### src/rtl/link_irq_pkg.sv
package link_irq_pkg;
    typedef enum logic [0:0] {
        ST_QUIET = 1'b0,
        ST_ALERT = 1'b1
    } irq_state_e;
endpackage

### src/rtl/irq_pin_sync.sv
module irq_pin_sync #(
    parameter int STAGES = 2
) (
    input  logic clk_i,
    input  logic rst_ni,
    input  logic pin_ni,
    output logic level_o,
    output logic fall_o
);
    logic [STAGES-1:0] chain_q;
    logic              prev_q;

    generate
        for (genvar s = 0; s < STAGES; s++) begin : g_stage
            if (s == 0) begin : g_first
                always_ff @(posedge clk_i or negedge rst_ni) begin
                    if (!rst_ni) chain_q[0] <= 1'b1;
                    else         chain_q[0] <= pin_ni;
                end
            end else begin : g_next
                always_ff @(posedge clk_i or negedge rst_ni) begin
                    if (!rst_ni) chain_q[s] <= 1'b1;
                    else         chain_q[s] <= chain_q[s-1];
                end
            end
        end
    endgenerate

    always_ff @(posedge clk_i or negedge rst_ni) begin
        if (!rst_ni) prev_q <= 1'b1;
        else         prev_q <= chain_q[STAGES-1];
    end

    assign level_o = chain_q[STAGES-1];
    assign fall_o  = prev_q & ~chain_q[STAGES-1];

    // A detected edge is a single-cycle pulse.
    assert_fall_single_R7: assert property (@(posedge clk_i) disable iff (!rst_ni)
        fall_o |=> !fall_o);
endmodule

### src/rtl/irq_status_bank.sv
module irq_status_bank #(
    parameter int DW = 8
) (
    input  logic          clk_i,
    input  logic          rst_ni,
    input  logic [DW-1:0] evt_i,
    input  logic [DW-1:0] en_i,
    input  logic          clr_i,
    output logic [DW-1:0] status_o
);
    localparam int NC = DW - 1;

    logic [NC:1] flags_q;
    logic [NC:1] set_w;
    logic [NC:1] flags_d;

    assign set_w = evt_i[NC:1] & en_i[NC:1];

    always_comb begin
        flags_d = clr_i ? '0 : flags_q;
        flags_d = flags_d | set_w;
    end

    always_ff @(posedge clk_i or negedge rst_ni) begin
        if (!rst_ni) flags_q <= '0;
        else         flags_q <= flags_d;
    end

    assign status_o = {flags_q, |flags_q};

    assert_clear_empties_R6: assert property (@(posedge clk_i) disable iff (!rst_ni)
        (clr_i && !(|set_w)) |=> (flags_q == '0));

    generate
        for (genvar b = 1; b <= NC; b++) begin : g_chk
            assert_latch_needs_enable_R3: assert property (@(posedge clk_i) disable iff (!rst_ni)
                $rose(flags_q[b]) |-> ($past(en_i[b]) && $past(evt_i[b])));
        end
    endgenerate
endmodule

### src/rtl/irq_out_fsm.sv
module irq_out_fsm
    import link_irq_pkg::*;
#(
    parameter int DW = 8
) (
    input  logic          clk_i,
    input  logic          rst_ni,
    input  logic [DW-1:0] status_i,
    input  logic [DW-1:0] ctrl_i,
    output logic          drive_low_o
);
    irq_state_e state_q, state_d;
    logic       fire_w;

    assign fire_w = ctrl_i[0] & (|(status_i[DW-1:1] & ctrl_i[DW-1:1]));

    always_comb begin
        state_d = state_q;
        unique case (state_q)
            ST_QUIET: if (fire_w)  state_d = ST_ALERT;
            ST_ALERT: if (!fire_w) state_d = ST_QUIET;
            default:               state_d = ST_QUIET;
        endcase
    end

    always_ff @(posedge clk_i or negedge rst_ni) begin
        if (!rst_ni) state_q <= ST_QUIET;
        else         state_q <= state_d;
    end

    always_comb begin
        drive_low_o = (state_q == ST_ALERT);
    end

    assert_master_gate_R5: assert property (@(posedge clk_i) disable iff (!rst_ni)
        !$past(ctrl_i[0]) |-> !drive_low_o);

    assert_drive_has_cause_R5: assert property (@(posedge clk_i) disable iff (!rst_ni)
        drive_low_o |-> $past(|status_i[DW-1:1]));
endmodule

### src/rtl/link_irq_ctrl.sv
module link_irq_ctrl #(
    parameter int          DW          = 8,
    parameter int          AW          = 8,
    parameter int          RX_BIT      = 5,
    parameter int          SYNC_STAGES = 2,
    parameter logic [7:0]  CTRL_ADDR   = 8'hC6,
    parameter logic [7:0]  STAT_ADDR   = 8'hC7,
    parameter logic [7:0]  LIVE_ADDR   = 8'hC8
) (
    input  logic          clk_i,
    input  logic          rst_ni,
    input  logic          ext_irq_ni,
    input  logic [DW-1:0] evt_pulse_i,
    input  logic          wr_en_i,
    input  logic          rd_en_i,
    input  logic [AW-1:0] addr_i,
    input  logic [DW-1:0] wr_data_i,
    output logic [DW-1:0] rd_data_o,
    output logic          irq_pull_o,
    output logic          irq_no
);
    localparam logic [AW-1:0] A_CTRL = AW'(CTRL_ADDR);
    localparam logic [AW-1:0] A_STAT = AW'(STAT_ADDR);
    localparam logic [AW-1:0] A_LIVE = AW'(LIVE_ADDR);

    logic [DW-1:0] ctrl_q;
    logic [DW-1:0] status_w;
    logic [DW-1:0] evt_w;
    logic          rx_level_w;
    logic          rx_fall_w;
    logic          clr_w;

    irq_pin_sync #(.STAGES(SYNC_STAGES)) u_sync (
        .clk_i   (clk_i),
        .rst_ni  (rst_ni),
        .pin_ni  (ext_irq_ni),
        .level_o (rx_level_w),
        .fall_o  (rx_fall_w)
    );

    generate
        for (genvar b = 0; b < DW; b++) begin : g_evt
            if (b == 0) begin : g_sum
                assign evt_w[b] = 1'b0;
            end else if (b == RX_BIT) begin : g_rx
                assign evt_w[b] = rx_fall_w;
            end else begin : g_int
                assign evt_w[b] = evt_pulse_i[b];
            end
        end
    endgenerate

    always_ff @(posedge clk_i or negedge rst_ni) begin
        if (!rst_ni)                          ctrl_q <= '0;
        else if (wr_en_i && addr_i == A_CTRL) ctrl_q <= wr_data_i;
    end

    assign clr_w = rd_en_i && (addr_i == A_STAT);

    irq_status_bank #(.DW(DW)) u_bank (
        .clk_i    (clk_i),
        .rst_ni   (rst_ni),
        .evt_i    (evt_w),
        .en_i     (ctrl_q),
        .clr_i    (clr_w),
        .status_o (status_w)
    );

    irq_out_fsm #(.DW(DW)) u_fsm (
        .clk_i       (clk_i),
        .rst_ni      (rst_ni),
        .status_i    (status_w),
        .ctrl_i      (ctrl_q),
        .drive_low_o (irq_pull_o)
    );

    always_comb begin
        rd_data_o = '0;
        if (rd_en_i) begin
            if (addr_i == A_CTRL)      rd_data_o = ctrl_q;
            else if (addr_i == A_STAT) rd_data_o = status_w;
            else if (addr_i == A_LIVE) rd_data_o[RX_BIT] = rx_level_w;
        end
    end

    assign irq_no = irq_pull_o ? 1'b0 : 1'b1;

    assert_rx_from_edge_R7: assert property (@(posedge clk_i) disable iff (!rst_ni)
        $rose(status_w[RX_BIT]) |-> $past(rx_fall_w));
endmodule

### config.mk
export PLATFORM = sky130hd
export DESIGN_NAME = link_irq_ctrl
export DESIGN_NICKNAME = d
export VERILOG_FILES = /design/src/rtl/link_irq_pkg.sv /design/src/rtl/irq_pin_sync.sv /design/src/rtl/irq_status_bank.sv /design/src/rtl/irq_out_fsm.sv /design/src/rtl/link_irq_ctrl.sv
export SDC_FILE = /design/constraint.sdc
export NUM_CORES = 1
export LEC_CHECK = 0
export ABC_AREA = 1
export ABC_CLOCK_PERIOD_IN_PS = 2500
export BUFFER_PORTS_ARGS = -buffer_cell sky130_fd_sc_hd__buf_2
export CAP_MARGIN = 20
export CORE_AREA = 2 2 49 51
export CTS_BUF_LIST = sky130_fd_sc_hd__clkbuf_4
export DETAILED_ROUTE_END_ITERATION = 6
export DIE_AREA = 0 0 51 53
export PLACE_DENSITY = 0.76
export SETUP_SLACK_MARGIN = 0.2
export SKIP_CTS_REPAIR_TIMING = 1
export SYNTH_ARGS = -nofsm -noshare
export SYNTH_HDL_FRONTEND = slang
export SYNTH_SLANG_ARGS = --single-unit
### constraint.sdc
create_clock -name clk_i -period 2.5 [get_ports clk_i]
set_input_delay 0 -clock clk_i [delete_from_list [all_inputs] [get_ports clk_i]]
set_output_delay 0 -clock clk_i [all_outputs]
set_load 0.02 [all_outputs]
### Word level (Yosys, flattened, before mapping)

Cells that the tools add are included.

| operators by class | value |
|---|---|
| equal/unequal tests | 3 |
| multiplexer cells | 9 |
| bitwise operators | 6 |
| reductions and logical operators | 4 |

Operators with widths:

| cell | number |
|---|---|
| 8-bit == test (second input constant) | 3 |
| 8-bit two-way mux | 2 |
| 7-bit AND | 2 |
| 7-bit OR reduction | 2 |
| 7-bit two-way mux | 1 |
| 7-bit OR | 1 |
| 5-bit two-way mux | 1 |
| 1-bit two-way mux | 4 |
| 1-bit AND | 2 |
| 1-bit logical AND | 2 |
| 2-bit two-way mux | 1 |
| 1-bit NOT | 1 |

| storage, ports and cells | value |
|---|---|
| bits in registers | 19 |
| input port bits | 29 |
| output and inout port bits | 10 |
| word-level logic and storage cells | 28 |

### Longest topological paths before layout

| depth | value |
|---|---|
| depth after elaboration | 5 |
| gate-level depth with buffers | 8 |
| gate-level depth less buffers | 7 |

### By module

A second synthesis with hierarchy kept.

| second synthesis, totals | value |
|---|---|
| cell total of the unflattened synthesis | 143 |
| area total of the unflattened synthesis | 1,064.8 um^2 |

Modules (own cells, without submodules):

| module | instances | cells each | area each (um^2) | sequential area each (um^2) |
|---|---|---|---|---|
| link_irq_ctrl | 1 | 88 | 604.3 | 200.2 |
| irq_status_bank | 1 | 34 | 285.3 | 175.2 |
| irq_pin_sync | 1 | 5 | 88.8 | 78.8 |
| irq_out_fsm | 1 | 16 | 86.3 | 25.0 |

### Worst setup path before layout

No wires, ideal clock.

| timing path | value |
|---|---|
| path kind | in2out |
| start point | input port addr_i[4] |
| end point | output port rd_data_o[7] |
| arrival time | 0.983 ns |
| data required time | 2.500 ns |
| path slack | 1.517 ns |
| stages | 7 |
| path buffers | 0 |
| cells stage by stage | inv_1 > nand2_1 > nor2_4 > nand2_4 > inv_2 > nand2_1 > a21boi_0 |

| between the ends | value |
|---|---|
| cells in the longest elaborated chain, start to end | 4 |

Ends and longest elaborated chain:

| element | line | text |
|---|---|---|
| start, declared | link_irq_ctrl.sv:16 | `input logic [AW-1:0] addr_i,` |
| 8-bit == test | link_irq_ctrl.sv:81 | `else if (addr_i == A_STAT) rd_data_o = status_w;` |
| 2-bit two-way mux | link_irq_ctrl.sv:81 |  |
| 8-bit two-way mux * | link_irq_ctrl.sv:80 | `if (addr_i == A_CTRL) rd_data_o = ctrl_q;` |
| 8-bit two-way mux * | link_irq_ctrl.sv:79 | `if (rd_en_i) begin` |
| end, declared | link_irq_ctrl.sv:18 | `output logic [DW-1:0] rd_data_o,` |

Every way passes the cells marked *; elsewhere a longest branch is shown, timed or not.

### Worst setup path in the final report

| timing path | value |
|---|---|
| start point | register u_sync.chain_q[1], in the netlist u_sync.level_o |
| end point | output port rd_data_o[5] |

| between the ends | value |
|---|---|
| cells in the longest elaborated chain, start to end | 4 |

Ends and longest elaborated chain:

| element | line | text |
|---|---|---|
| start, declared | irq_pin_sync.sv:10 | `logic [STAGES-1:0] chain_q;` |
| start signal, assigned by index | irq_pin_sync.sv:23 | `else chain_q[s] <= chain_q[s-1];` |
| 1-bit two-way mux | link_irq_ctrl.sv:82 | `else if (addr_i == A_LIVE) rd_data_o[RX_BIT] = rx_level_w;` |
| 1-bit two-way mux | link_irq_ctrl.sv:81 |  |
| 8-bit two-way mux | link_irq_ctrl.sv:80 |  |
| 8-bit two-way mux | link_irq_ctrl.sv:79 |  |

No other way between the ends.

==> metrics.md <==
| Metric | Value |
|---|---|
| RSZ-0062 raised after global routing | false |
| DR WL/cell | 11.2 microns |
| Die area | roughly 2700 sq um |
| Root Driver | clkbuf_4 |
| Initial Utilization | 45.0% |
| Rows | 17 |
| Global placer's final weighted congestion | ~0.84 |
| CP dominant cell by count | nand2_1 |
| First-pass GRT wire length | 3530 microns |
| Total number of yosys warnings | 0 |
| Yosys top cell by area | dfrtp_1 |
| CP Launch Type | register |
| VDD IR-drop max | 291 uV |
| Layout cells sized above 1 | between 20 and 30% |
| Detailed-route via count | slightly below 1000 |
| Yosys reg bits | 19 |
| Critical path class | register to primary output |
| Clk pwr share | a little over a quarter |
| Most common cell after layout, fill and taps aside | buf_2 |
| Netlist cell types | 18 |
| CP max stage delay | between 0.5 and 0.6 ns |
| Slew Limit Fails | 0 |
| Final hold vios | 0 |
| I/O pins | 39 |
| DIE HEIGHT | 53 microns |
| Internal power | approximately 450 uW |
| Vias in the first global route | about 860 |
| Post-synthesis sequential area ratio | between 40% and 50% |
| Hold WS | approximately 0.11 ns |
| Mapped Cells | approximately 120 |
| TritonCTS clock tree | done |
| Most frequent cells in the layout | buf_2 (36), nand2_1 (31), o21ai_0 (22) |
| Max-Cap Viols | 0 |
| CP required | between 2 and 3 ns |
| Cell Chain, Critical Path | nand2_1 > nor2_1 > nand2_1 > nand3_1 > nand2_1 > inv_1 > buf_2 |
| Grt ovf | 0 |
| Total CTS buffers | 3 |
| Setup violators final | 0 |
| Slew headroom | about 72% |
| Hpwl dp | between 1500 and 2000 microns |
| PortBufs | 36 |
| Worst-path clk slew | 0.10 ns |
| Latest clock arrival within the worst-skew pair | about 0.29 ns |
| Hold path depth | 4 |
| Power Total | 590 uW |
| Clk_skew | about 0.0051 ns |
| Nets@finish | roughly 210 |
| Syn avg cell area | approximately 7.9 sq um |
| F_max | 0.732 GHz |
| Slowest-stage cell, CP | dfstp_2 |
| CTS max path bufs | 2 |
| Setup TNS | 0 ns |
| H-tree depth | 1 |
| N_diodes | 0 |
| Sw Pwr | 144 uW |
| PD cells | 435 nW/um^2 |
| Synth Cell Area | about 970 sq um |
| Post-layout util | 63.1% |
| Period utilization | a little over half |
| Worst hold path type | input port to register |
| Largest net degree at the start of global routing | 20 |
| Final ANT Viol Nets | 0 |
| Critical Path Source | u_sync.level_o$_DFF_PN1_ |
| Pre-antenna DRT Iters | 4 |
| Least-Margin Pin Slew | about 0.42 ns |
| Switch share | between 20% and 30% |
| Vias/cell | 4.82 |
| Residual DRC | 0 |
| Post-route minimum period | between 1 and 1.5 ns |
| CTS sink cnt | 19 |
| Dominant cells by area after synthesis | dfrtp_1 (41%), nand2_1 (12%), o21ai_0 (11%) |
| GR Util All Layers | between 10% and 20% |
| DIE WIDTH | roughly 51 microns |
| Worst r2r src | ctrl_q[2]$_DFFE_PN0P_ |
| Placeable Area | about 2100 sq um |
| Status | complete, no violations |
| Critical Path End Type | primary output |
| Flop pwr share | 57.4% |
| Mapped Nets | between 150 and 200 |
| WP data arrival | between 1 and 1.5 ns |
| DR iter-0 viols | 35 |
| Combinational share of power | approximately 16% |
| Area grow syn2layout | 40.4% |
| Worst hold start | wr_en_i |
| Final wirelength | approximately 2300 microns |
| CP max FO | 3 |
| Leak pwr | around 0.00074 uW |
| Worst Reg-to-Reg Cells | 4 |
| Synth top area share | roughly two fifths |
| Initial antenna violation count | 0 |
path summary, 6_finish.rpt:
| kind | slack (ns) | end |
|---|---|---|
| min in group asynchronous | 0.17 | ctrl_q[3]$_DFFE_PN0P_ |
| hold / removal | 0.11 | ctrl_q[4]$_DFFE_PN0P_ |
| setup / recovery | 1.13 | rd_data_o[5] |
| max in group asynchronous | 2.00 | u_sync.level_o$_DFF_PN1_ |
| setup reg to reg | 1.58 | u_fsm.drive_low_o$_DFF_PN0_ |
| hold reg to reg | 0.36 | u_sync.level_o$_DFF_PN1_ |
state kept, by name (all words and copies together) (netlist names):
signal / count
ctrl_q: 8
u_bank.flags_q: 7
u_fsm.drive_low_o: 1
u_sync.chain_q: 1
u_sync.level_o: 1
u_sync.prev_q: 1
layout make-up:
cell class	instances	area [sq um]
well taps	28	35.0
inverters	20	75.1
clock buffers	4	30.0
multi-input cells	82	397
flip-flops and latches	19	479
repair buffers	52	340
fillers	203	792
cell families after synthesis:
kind of cell | synth area share, %
flops | 49.6
compound gates | 15.0
simple gates | 26.0
buf+inv | 9.33
per-layer routing:
layer / share of wire [%] / vias up / global-route usage, %
met1: 43 / 455 / 21.9
met5: 0 / - / 0
met3: 6.6 / 2 / 2.82
met4: 0.52 / 0 / 7.66
li1: - / 501 / -
met2: 50 / 31 / 30.7
power groups by stage:
stage / Combinational (uW) / Clock, uW / Sequential [uW]
after floorplan: 35.2 / 0 / 343
after global placement: 69.5 / 0 / 343
after detailed placement: 72.4 / 0 / 344
after CTS: 72.9 / 163 / 338
after global routing: 104 / 179 / 341
final: 91.5 / 160 / 339
critical path, delay by kind of cell, from the launching register on:
family,cells,cell delay (ns)
and+or+nand+nor,5,0.33
buffers and inverters,2,0.20
DFF,1,0.56
metrics by stage:
stage	worst slack, ns	std cells	area, sq um
CTS	1.12	189	1200
detailed placement	1.39	185	1170
global route	1.00	205	1360
floorplan	1.52	123	966
finish	1.13	205	1360
global placement	1.41	185	1170
cells in the mapped netlist (all sizes together):
cell type and number:
dfstp 3, nor2 9, o21ai 24, buf 1, nand4 1, inv 20
a21oi 2, nand3 12, a21boi 1, dfrtp 16, clkbuf 1, nand2 33
Power figures use the tool's default switching activity.
